**src/rtl/irq_pkg.sv**
```systemverilog
package irq_pkg;
  parameter int unsigned LVL_W    = 3;
  parameter int unsigned REG_W    = 8;
  parameter int unsigned FLAG_BIT = 3;
  typedef logic [LVL_W-1:0] lvl_t;
endpackage

```
**src/rtl/irq_evt_sel.sv**
```systemverilog
module irq_evt_sel #(
  parameter int unsigned NUM_SRC     = 14,
  parameter int unsigned SHARED_SLOT = 0
) (
  input  logic [NUM_SRC-1:0] evt_i,
  input  logic               alt_evt_i,
  input  logic               sel_i,
  output logic [NUM_SRC-1:0] evt_o
);
  for (genvar g = 0; g < NUM_SRC; g++) begin : g_slot
    if (g == SHARED_SLOT) begin : g_shared
      assign evt_o[g] = sel_i ? alt_evt_i : evt_i[g];
    end else begin : g_plain
      assign evt_o[g] = evt_i[g];
    end
  end
endmodule

```
**src/rtl/irq_src_reg.sv**
```systemverilog
module irq_src_reg
  import irq_pkg::*;
(
  input  logic       clk,
  input  logic       rst_n,
  input  logic       evt_i,
  input  logic       wr_i,
  input  logic [3:0] wdata_i,
  input  logic       ack_clr_i,
  output lvl_t       lvl_o,
  output logic       flag_o,
  output lvl_t       lvl_nxt_o,
  output logic       flag_nxt_o
);
  lvl_t lvl_q, lvl_d;
  logic flag_q, flag_d;
  logic sw_clr;

  always_comb begin
    sw_clr = wr_i && !wdata_i[FLAG_BIT];
    lvl_d  = wr_i ? wdata_i[LVL_W-1:0] : lvl_q;
    if (evt_i)                  flag_d = 1'b1;
    else if (sw_clr || ack_clr_i) flag_d = 1'b0;
    else                        flag_d = flag_q;
  end

  always_ff @(posedge clk or negedge rst_n) begin
    if (!rst_n) begin
      lvl_q  <= '0;
      flag_q <= 1'b0;
    end else begin
      lvl_q  <= lvl_d;
      flag_q <= flag_d;
    end
  end

  assign lvl_o      = lvl_q;
  assign flag_o     = flag_q;
  assign lvl_nxt_o  = lvl_d;
  assign flag_nxt_o = flag_d;


  set_wins_chk: assert property (@(posedge clk) disable iff (!rst_n)
    evt_i |=> flag_q);


  no_spurious_set_chk: assert property (@(posedge clk) disable iff (!rst_n)
    (!flag_q && !evt_i) |=> !flag_q);
endmodule

```
**src/rtl/irq_arb.sv**
```systemverilog
module irq_arb
  import irq_pkg::*;
#(
  parameter int unsigned NUM_SRC = 14,
  localparam int unsigned ID_W   = $clog2(NUM_SRC)
) (
  input  logic [NUM_SRC-1:0]            pend_i,
  input  logic [NUM_SRC-1:0][LVL_W-1:0] lvl_i,
  input  logic                          ien_i,
  input  lvl_t                          ipl_i,
  output logic                          hit_o,
  output logic [ID_W-1:0]               id_o,
  output lvl_t                          lvl_o
);
  lvl_t            best_lvl;
  logic [ID_W-1:0] best_id;

  always_comb begin
    best_lvl = '0;
    best_id  = '0;
    for (int k = NUM_SRC - 1; k >= 0; k--) begin
      if (pend_i[k] && (lvl_i[k] != '0) && (lvl_i[k] >= best_lvl)) begin
        best_lvl = lvl_i[k];
        best_id  = ID_W'(k);
      end
    end
    hit_o = ien_i && (best_lvl > ipl_i);
    id_o  = hit_o ? best_id  : '0;
    lvl_o = hit_o ? best_lvl : '0;
  end
endmodule

```
**src/rtl/irq_ctl.sv**
```systemverilog
module irq_ctl
  import irq_pkg::*;
#(
  parameter int unsigned NUM_SRC     = 14,
  parameter int unsigned SHARED_SLOT = 0,
  localparam int unsigned ID_W       = $clog2(NUM_SRC),
  localparam int unsigned ADDR_W     = $clog2(NUM_SRC + 1),
  localparam int unsigned SEL_ADDR   = NUM_SRC
) (
  input  logic               clk,
  input  logic               rst_n,
  input  logic [ADDR_W-1:0]  bus_addr_i,
  input  logic               bus_wr_i,
  input  logic [REG_W-1:0]   bus_wdata_i,
  output logic [REG_W-1:0]   bus_rdata_o,
  input  logic [NUM_SRC-1:0] evt_i,
  input  logic               alt_evt_i,
  input  logic               ien_i,
  input  logic [LVL_W-1:0]   ipl_i,
  input  logic               irq_ack_i,
  output logic               irq_o,
  output logic [ID_W-1:0]    irq_id_o,
  output logic [LVL_W-1:0]   irq_lvl_o
);
  // reset: asserted asynchronously, released on the clock
  logic [1:0] rst_sync_q;
  logic       rst_int_n;

  always_ff @(posedge clk or negedge rst_n) begin
    if (!rst_n) rst_sync_q <= 2'b00;
    else        rst_sync_q <= {rst_sync_q[0], 1'b1};
  end
  assign rst_int_n = rst_sync_q[1];

  // select register for the shared slot
  logic sel_q, sel_d, sel_wr;
  assign sel_wr = bus_wr_i && (bus_addr_i == ADDR_W'(SEL_ADDR));

  always_comb begin
    sel_d = sel_wr ? bus_wdata_i[0] : sel_q;
  end

  always_ff @(posedge clk or negedge rst_int_n) begin
    if (!rst_int_n) sel_q <= 1'b0;
    else            sel_q <= sel_d;
  end

  logic unused_wdata_hi;
  assign unused_wdata_hi = ^bus_wdata_i[REG_W-1:4];

  // event routing
  logic [NUM_SRC-1:0] evt_eff;

  irq_evt_sel #(.NUM_SRC(NUM_SRC), .SHARED_SLOT(SHARED_SLOT)) u_evt_sel (
    .evt_i     (evt_i),
    .alt_evt_i (alt_evt_i),
    .sel_i     (sel_q),
    .evt_o     (evt_eff)
  );

  // per-source control registers
  logic [NUM_SRC-1:0]            flag_q, flag_nxt;
  logic [NUM_SRC-1:0][LVL_W-1:0] lvl_q, lvl_nxt;
  logic                          ack_take;
  assign ack_take = irq_ack_i && irq_o;

  for (genvar g = 0; g < NUM_SRC; g++) begin : g_src
    logic wr_hit, ack_hit;
    assign wr_hit  = bus_wr_i && (bus_addr_i == ADDR_W'(g));
    assign ack_hit = ack_take && (irq_id_o == ID_W'(g));

    irq_src_reg u_reg (
      .clk        (clk),
      .rst_n      (rst_int_n),
      .evt_i      (evt_eff[g]),
      .wr_i       (wr_hit),
      .wdata_i    (bus_wdata_i[3:0]),
      .ack_clr_i  (ack_hit),
      .lvl_o      (lvl_q[g]),
      .flag_o     (flag_q[g]),
      .lvl_nxt_o  (lvl_nxt[g]),
      .flag_nxt_o (flag_nxt[g])
    );
  end

  // arbitration on next-state values so outputs track the registers
  logic            hit_d;
  logic [ID_W-1:0] id_d;
  lvl_t            lvl_d;

  irq_arb #(.NUM_SRC(NUM_SRC)) u_arb (
    .pend_i (flag_nxt),
    .lvl_i  (lvl_nxt),
    .ien_i  (ien_i),
    .ipl_i  (ipl_i),
    .hit_o  (hit_d),
    .id_o   (id_d),
    .lvl_o  (lvl_d)
  );

  always_ff @(posedge clk or negedge rst_int_n) begin
    if (!rst_int_n) begin
      irq_o     <= 1'b0;
      irq_id_o  <= '0;
      irq_lvl_o <= '0;
    end else begin
      irq_o     <= hit_d;
      irq_id_o  <= id_d;
      irq_lvl_o <= lvl_d;
    end
  end

  // register read mux
  always_comb begin
    bus_rdata_o = '0;
    if (bus_addr_i == ADDR_W'(SEL_ADDR)) begin
      bus_rdata_o[0] = sel_q;
    end
    for (int k = 0; k < NUM_SRC; k++) begin
      if (bus_addr_i == ADDR_W'(k)) begin
        bus_rdata_o = {4'b0000, flag_q[k], lvl_q[k]};
      end
    end
  end


  no_zero_level_chk: assert property (@(posedge clk) disable iff (!rst_int_n)
    irq_o |-> (irq_lvl_o != '0));


  ien_gate_chk: assert property (@(posedge clk) disable iff (!rst_int_n)
    irq_o |-> $past(ien_i));


  ipl_gate_chk: assert property (@(posedge clk) disable iff (!rst_int_n)
    irq_o |-> (irq_lvl_o > $past(ipl_i)));


  ack_clear_chk: assert property (@(posedge clk) disable iff (!rst_int_n)
    (irq_ack_i && irq_o && !evt_eff[irq_id_o]) |=> !flag_q[$past(irq_id_o)]);


  idle_zero_chk: assert property (@(posedge clk) disable iff (!rst_int_n)
    !irq_o |-> (irq_id_o == '0 && irq_lvl_o == '0));
endmodule

```
**config.mk**
```make
export PLATFORM = sky130hd
export DESIGN_NAME = irq_ctl
export DESIGN_NICKNAME = d
export VERILOG_FILES = /design/src/rtl/irq_pkg.sv /design/src/rtl/irq_evt_sel.sv /design/src/rtl/irq_src_reg.sv /design/src/rtl/irq_arb.sv /design/src/rtl/irq_ctl.sv
export SDC_FILE = /design/constraint.sdc
export NUM_CORES = 1
export LEC_CHECK = 0
export BUFFER_PORTS_ARGS = -buffer_cell sky130_fd_sc_hd__buf_2
export CAP_MARGIN = 20
export CORE_MARGIN = 2
export CORE_UTILIZATION = 45
export DETAILED_ROUTE_END_ITERATION = 10
export HOLD_SLACK_MARGIN = 0.06
export PLACE_DENSITY = 0.61
export SLEW_MARGIN = 20
export SYNTH_ARGS = -nofsm -noshare
export SYNTH_HDL_FRONTEND = slang
export SYNTH_HIERARCHICAL = 1
export SYNTH_SLANG_ARGS = --single-unit
```
**constraint.sdc**
```tcl
create_clock -name clk -period 2.35 [get_ports clk]
set_input_delay 0.47 -clock clk [delete_from_list [all_inputs] [get_ports clk]]
set_output_delay 0.47 -clock clk [all_outputs]
set_load 0.005 [all_outputs]
```
After elaboration in Yosys (flattened, before gate mapping). Cells that the tools add are included.

Register bits: 67. Logic and storage cells: 267. Output and inout bits: 16.

$lt $le $gt $ge: 15. Reduce and logical (&&, ||, !) cells: 104. Equal/unequal tests: 27. Mux-type cells: 88.

Operators with widths (count): 8-bit 2-to-1 mux (11); 3-bit 2-to-1 mux (29); 1-bit logical AND (73); 4-bit 2-to-1 mux (18); 4-bit equality test (second input constant) (13); 3-bit nonzero test (14); 3-bit greater-or-equal comparator (13); 4-bit by 3-bit equality test with 1-bit output (second input constant) (8); 1-bit 2-to-1 mux (30); 4-bit by 2-bit equality test with 1-bit output (second input constant) (4); 1-bit logical OR (14); 4-bit by 1-bit equality test with 1-bit output (second input constant) (2); 4-bit logical NOT (2); 3-bit by 1-bit greater-or-equal comparator with 1-bit output (second input constant) (1); 3-bit greater-than comparator (1); 1-bit logical NOT (1).

Depth between registers and ports, before layout.
Word-level depth: 51. Depth in mapped cells: 112. Gate-level depth less buffers: 112.

Modules after synthesis. Netlist, hierarchy kept.

By module, submodules not included: irq_arb (cells each 352, instances 1, area an instance 2272.2 um^2); irq_src_reg (cells each 10, instances 14, area an instance 152.6 um^2); irq_ctl (cells each 152, instances 1, area an instance 1162.4 um^2); irq_evt_sel (cells each 14, instances 1, area an instance 112.6 um^2).

Worst setup path after synthesis. OpenSTA, ideal clock, no wires.

Path kind: input -> register. From: in bus_addr_i[2]. To: reg irq_id_o[3]. Path slack: -17.449 ns. Library setup time: 0.099 ns. Cell stages on the path: 105. Arrival time: 19.699 ns. Data required time: 2.251 ns. Path buffers: 2. Cells stage by stage: clkbuf_1 clkbuf_1 nand3_1 nor3_1 mux2_2 ha_1 nand2_1 o21ai_2 nand2_1 o21ai_0 ha_1 nor2b_1 a211oi_1 o31ai_1 mux2_2 ha_1 nand2b_1 and3_1 [69 not listed] o31a_1 o21ai_0 ha_1 nand2b_1 a21oi_1 nor2b_1 o21a_1 o21ai_0 a32o_1 or2_2 ha_1 nand3_1 nand2_1 a21oi_1 nand2_1 nor2_1 nand2_1 a311oi_1.

RTL lines: start, declared (RTL line irq_ctl.sv:12) `input logic [ADDR_W-1:0] bus_addr_i,`; end signal, assigned (RTL line irq_ctl.sv:108) `irq_id_o <= id_d;`; end, declared (RTL line irq_ctl.sv:22) `output logic [ID_W-1:0] irq_id_o,`.

Worst setup path after layout.
From: reg irq_o. To: reg irq_id_o[3].

Word-level cells in the longest chain between the ends: 50.

RTL lines: start, declared (RTL line irq_ctl.sv:21) `output logic irq_o,`; start signal, assigned (RTL line irq_ctl.sv:107) `irq_o <= hit_d;`; 1-bit logical AND * (RTL line irq_ctl.sv:65) `assign ack_take = irq_ack_i && irq_o;`; 1-bit logical AND * (RTL line irq_ctl.sv:70) `assign ack_hit = ack_take && (irq_id_o == ID_W'(g));`; via g_src[13].ack_hit (RTL line irq_ctl.sv:68) `logic wr_hit, ack_hit;`; 1-bit logical OR * (RTL line irq_src_reg.sv:23) `else if (sw_clr || ack_clr_i) flag_d = 1'b0;`; 1-bit 2-to-1 mux * (RTL line irq_src_reg.sv:23); 1-bit 2-to-1 mux * (RTL line irq_src_reg.sv:22) `if (evt_i) flag_d = 1'b1;`; via flag_nxt[13] (RTL line irq_ctl.sv:62) `logic [NUM_SRC-1:0] flag_q, flag_nxt;`; 1-bit logical AND * (2 in a row) (RTL line irq_arb.sv:22) `if (pend_i[k] && (lvl_i[k] != '0) && (lvl_i[k] >= best_lvl)) begin`; [37 not listed]; 3-bit greater-or-equal comparator (RTL line irq_arb.sv:22); 1-bit logical AND (RTL line irq_arb.sv:22); 3-bit 2-to-1 mux * (RTL line irq_arb.sv:22); 3-bit greater-than comparator * (RTL line irq_arb.sv:27) `hit_o = ien_i && (best_lvl > ipl_i);`; 1-bit logical AND * (RTL line irq_arb.sv:27); via hit_d (RTL line irq_ctl.sv:87) `logic hit_d;`; 4-bit 2-to-1 mux * (RTL line irq_arb.sv:28) `id_o = hit_o ? best_id : '0;`; via id_d[3] (RTL line irq_ctl.sv:88) `logic [ID_W-1:0] id_d;`.

Mark *: on every way through the listed nets, which the timed path passes. The rest lies on a longest branch. A chain may end at the register's enable or synchronous reset.

==> metrics <==
router iterations before antenna repair=5; top cell type's share of synthesized area=0.295; worst IR drop on VDD=0.920 mV; Die Area=0.0135 mm2; worst reg2reg path depth=104; maximum number of buffers from clock root to sink=2; DRC viols=0; row count=41; Worst Setup End Kind=register; Vias=6671; unrepaired setup endpoints after global routing=true; Congestion Overflow GR=0; worst setup path class=reg -> reg; launching element type of the critical path=register; antenna cell count=0; number of antenna violations at the first check in global routing=0; clock net sink count=67; fraction of registers with async set/reset=1.00; IO buf count=42; Synth warnings=6; wire length of the first global-routing pass=34000 um; final-report setup violation count=11; sequential area share after synthesis=0.295; worst slew slack as a fraction of its limit=0.481; area after detailed placement=0.00804 mm2; cell mode on critical path=ha_4; Setup Slack @ Placement=-17.25 ns; Synth Area per Inst=8.64 um2; post-route design area=0.00924 mm2; height of the chip=116 um; clock transition at the registers of the reported paths=0.06 ns; HPWL reported at the end of detailed placement=15700 um; final critical-path share of the clock period=7.90; Setup Skew=0.00604 ns; total design power=13100 uW; All-Layer GR Usage=0.326; destination of the critical timing path=irq_id_o[3]; Synth area leaders=dfrtp_1, mux2_2, ha_1, nand2_1, nor2_1; max-cap violation count=0; worst hold margin=0.257 ns; share of final-layout standard cells stronger than drive strength 1=0.543; TritonCTS clock tree=yes; biggest cell delay along the critical path=0.38 ns; transition time of the tightest slew-check pin=0.768 ns; via count of the first global-routing pass=6622; Avg WL per Cell=19.5 um; power density cells=1420 mW/mm2; Placer Congestion=0.924; ratio of routed vias to standard cells=5.80; number of H-tree branching levels=3; Top Ports=51; total count of max-transition violations in the final report=0; Final Critical Period=18.57 ns; most common cell after layout, fill and taps aside=buf_4; die boundary width=116 um; timing-limited maximum frequency=53.9 MHz; Final Hold Viols=0; most used cells in the layout excluding fill and tap cells=buf_4, dfrtp_1, nand2_1, mux2_2; number of nets in the layout=1032; static power due to leakage=0.00421 uW; commonest register cell after synthesis=dfrtp_1; Initial DRC Count=616; detailed-route wire length=22500 um; capture instance of the worst register-to-register path=irq_id_o[3]; number of fill cells=875; number of enable-type register cells in the synthesized netlist=0; post-synth top area cell=dfrtp_1; gate count of the mapped netlist=658; cell area after synthesis=0.00568 mm2; result of the run=complete, but fails checks; Post-DRT Antenna Nets=0; synth unique cells=80; flip-flop and latch count after synthesis=67; worst setup path start=irq_o; violated checks=negative setup slack; reg-to-reg critical path startpoint=irq_o; effective utilization at floorplan=0.456; total CTS buffers=9; crit path max-delay cell type=dfrtp_1; hold crit path type=reg -> async; final setup margin=-16.22 ns; crit path DAT=18.81 ns; final core occ=0.741; Synth-to-Final Area Change=62.5%; flop-to-flop setup slack=-16.22 ns; Root Driver=clkbuf_16; maximum number of pins on one net before global-route repair=32; latest clock arrival within the worst-skew pair=0.33 ns; largest fanout on the critical path=6; placeable core area=0.0125 mm2; Worst EP required=2.59 ns
cells in the mapped netlist (all sizes together), types with 3 or more instances:
library cell and number:
o21a 11, nor2 54, mux4 3, a21boi 7, o31a 3, mux2i 13, a211o 4, a211oi 14
a21o 4, o2111ai 5, buf 27, a311o 3, a31oi 5, nand4 3, nand3b 3, a21oi 29
clkbuf 6, mux2 52, nor3 17, nand3 18, o22ai 3, or3 4, nand2 64, a31o 14
o211ai 9, or3b 3, inv 41, nor2b 12, and3 6, nand2b 31, nand4b 3, dfrtp 67
o21ai 40, and2 8, o31ai 9, ha 23, a311oi 3, o32a 3
cell type report:
cell class	count	area, um2	share of cell area
clock buffers	13	260	0.0282
well taps	172	215	0.0233
flip-flops and latches	67	1680	0.182
multi-input cells	520	4400	0.476
inverters	41	154	0.0167
repair buffers	335	2490	0.270
clock inverters	2	35.0	0.00379
how the worst min path moves through the flow:
stage / start / end / slack, ns / depth (start not counted)
6_report: rst_sync_q[1] / irq_o / 0.26 / 0
5_1_grt: rst_sync_q[1] / irq_lvl_o[2] / 0.31 / 0
3_3_place_gp: rst_n / rst_sync_q[0] / 0.26 / 1
3_5_place_dp: rst_n / rst_sync_q[0] / 0.26 / 1
4_1_cts: rst_sync_q[1] / g_src[3].u_reg/lvl_o[0] / 0.27 / 0
2_1_floorplan: rst_n / rst_sync_q[0] / 0.17 / 0
cells by family after synthesis:
group | Yosys count | synth area share
fa+ha+maj | 23 | 0.0506
other cells | 2 | 0.00132
buf+inv | 74 | 0.0667
flops | 67 | 0.295
compound gates | 192 | 0.245
mux | 68 | 0.138
simple gates | 232 | 0.203
stage by stage:
step / instances / setup TNS (ns)
2_1_floorplan: 661 / -125.53
3_3_place_gp: 1080 / -131.44
3_5_place_dp: 1080 / -136.89
4_1_cts: 1140 / -126.38
5_1_grt: 1150 / -135.33
6_report: 1150 / -128.39
critical path, delay by kind of cell, from the launching register on:
kind | cells | cell delay [ns]
adders and majority gates | 14 | 3.45
buffers and inverters | 5 | 0.46
and+or+nand+nor | 41 | 5.06
DFF | 1 | 0.38
AOI/OAI and AO/OA | 39 | 7.59
muxes | 5 | 1.47
report_power, final:
part	total (uW)	internal [uW]	switching, uW
Combinational	10200	5590	4620
Clock	1370	872	494
Sequential	1520	1380	135
sequential cells by signal, indices dropped and copies added (netlist names):
| name | cells |
|---|---|
| irq_o | 1 |
| g_src.u_reg/lvl_o | 42 |
| rst_sync_q | 2 |
| irq_id_o | 4 |
| g_src.u_reg/flag_o | 14 |
| irq_lvl_o | 3 |
| sel_q | 1 |
metal layers:
| layer | part of all wire | track usage | up-vias |
|---|---|---|---|
| met4 | 0.032 | 0.122 | 0 |
| met3 | 0.066 | 0.0472 | 70 |
| met1 | 0.42 | 0.426 | 3255 |
| met2 | 0.48 | 0.550 | 299 |
| met5 | 0 | 0 | - |
| li1 | - | - | 3047 |
repair_timing:
action / 4_1_cts / 5_1_grt
hold buffers: 1 / 0
setup buffers: 44 / 10
resized for setup: 66 / 38
endpoints found under the hold margin: 2 / 0
endpoints found under the setup margin: 12 / 11
pin swaps: 89 / 47
gates cloned: 1 / 0
(Power assumes the default switching activity.)
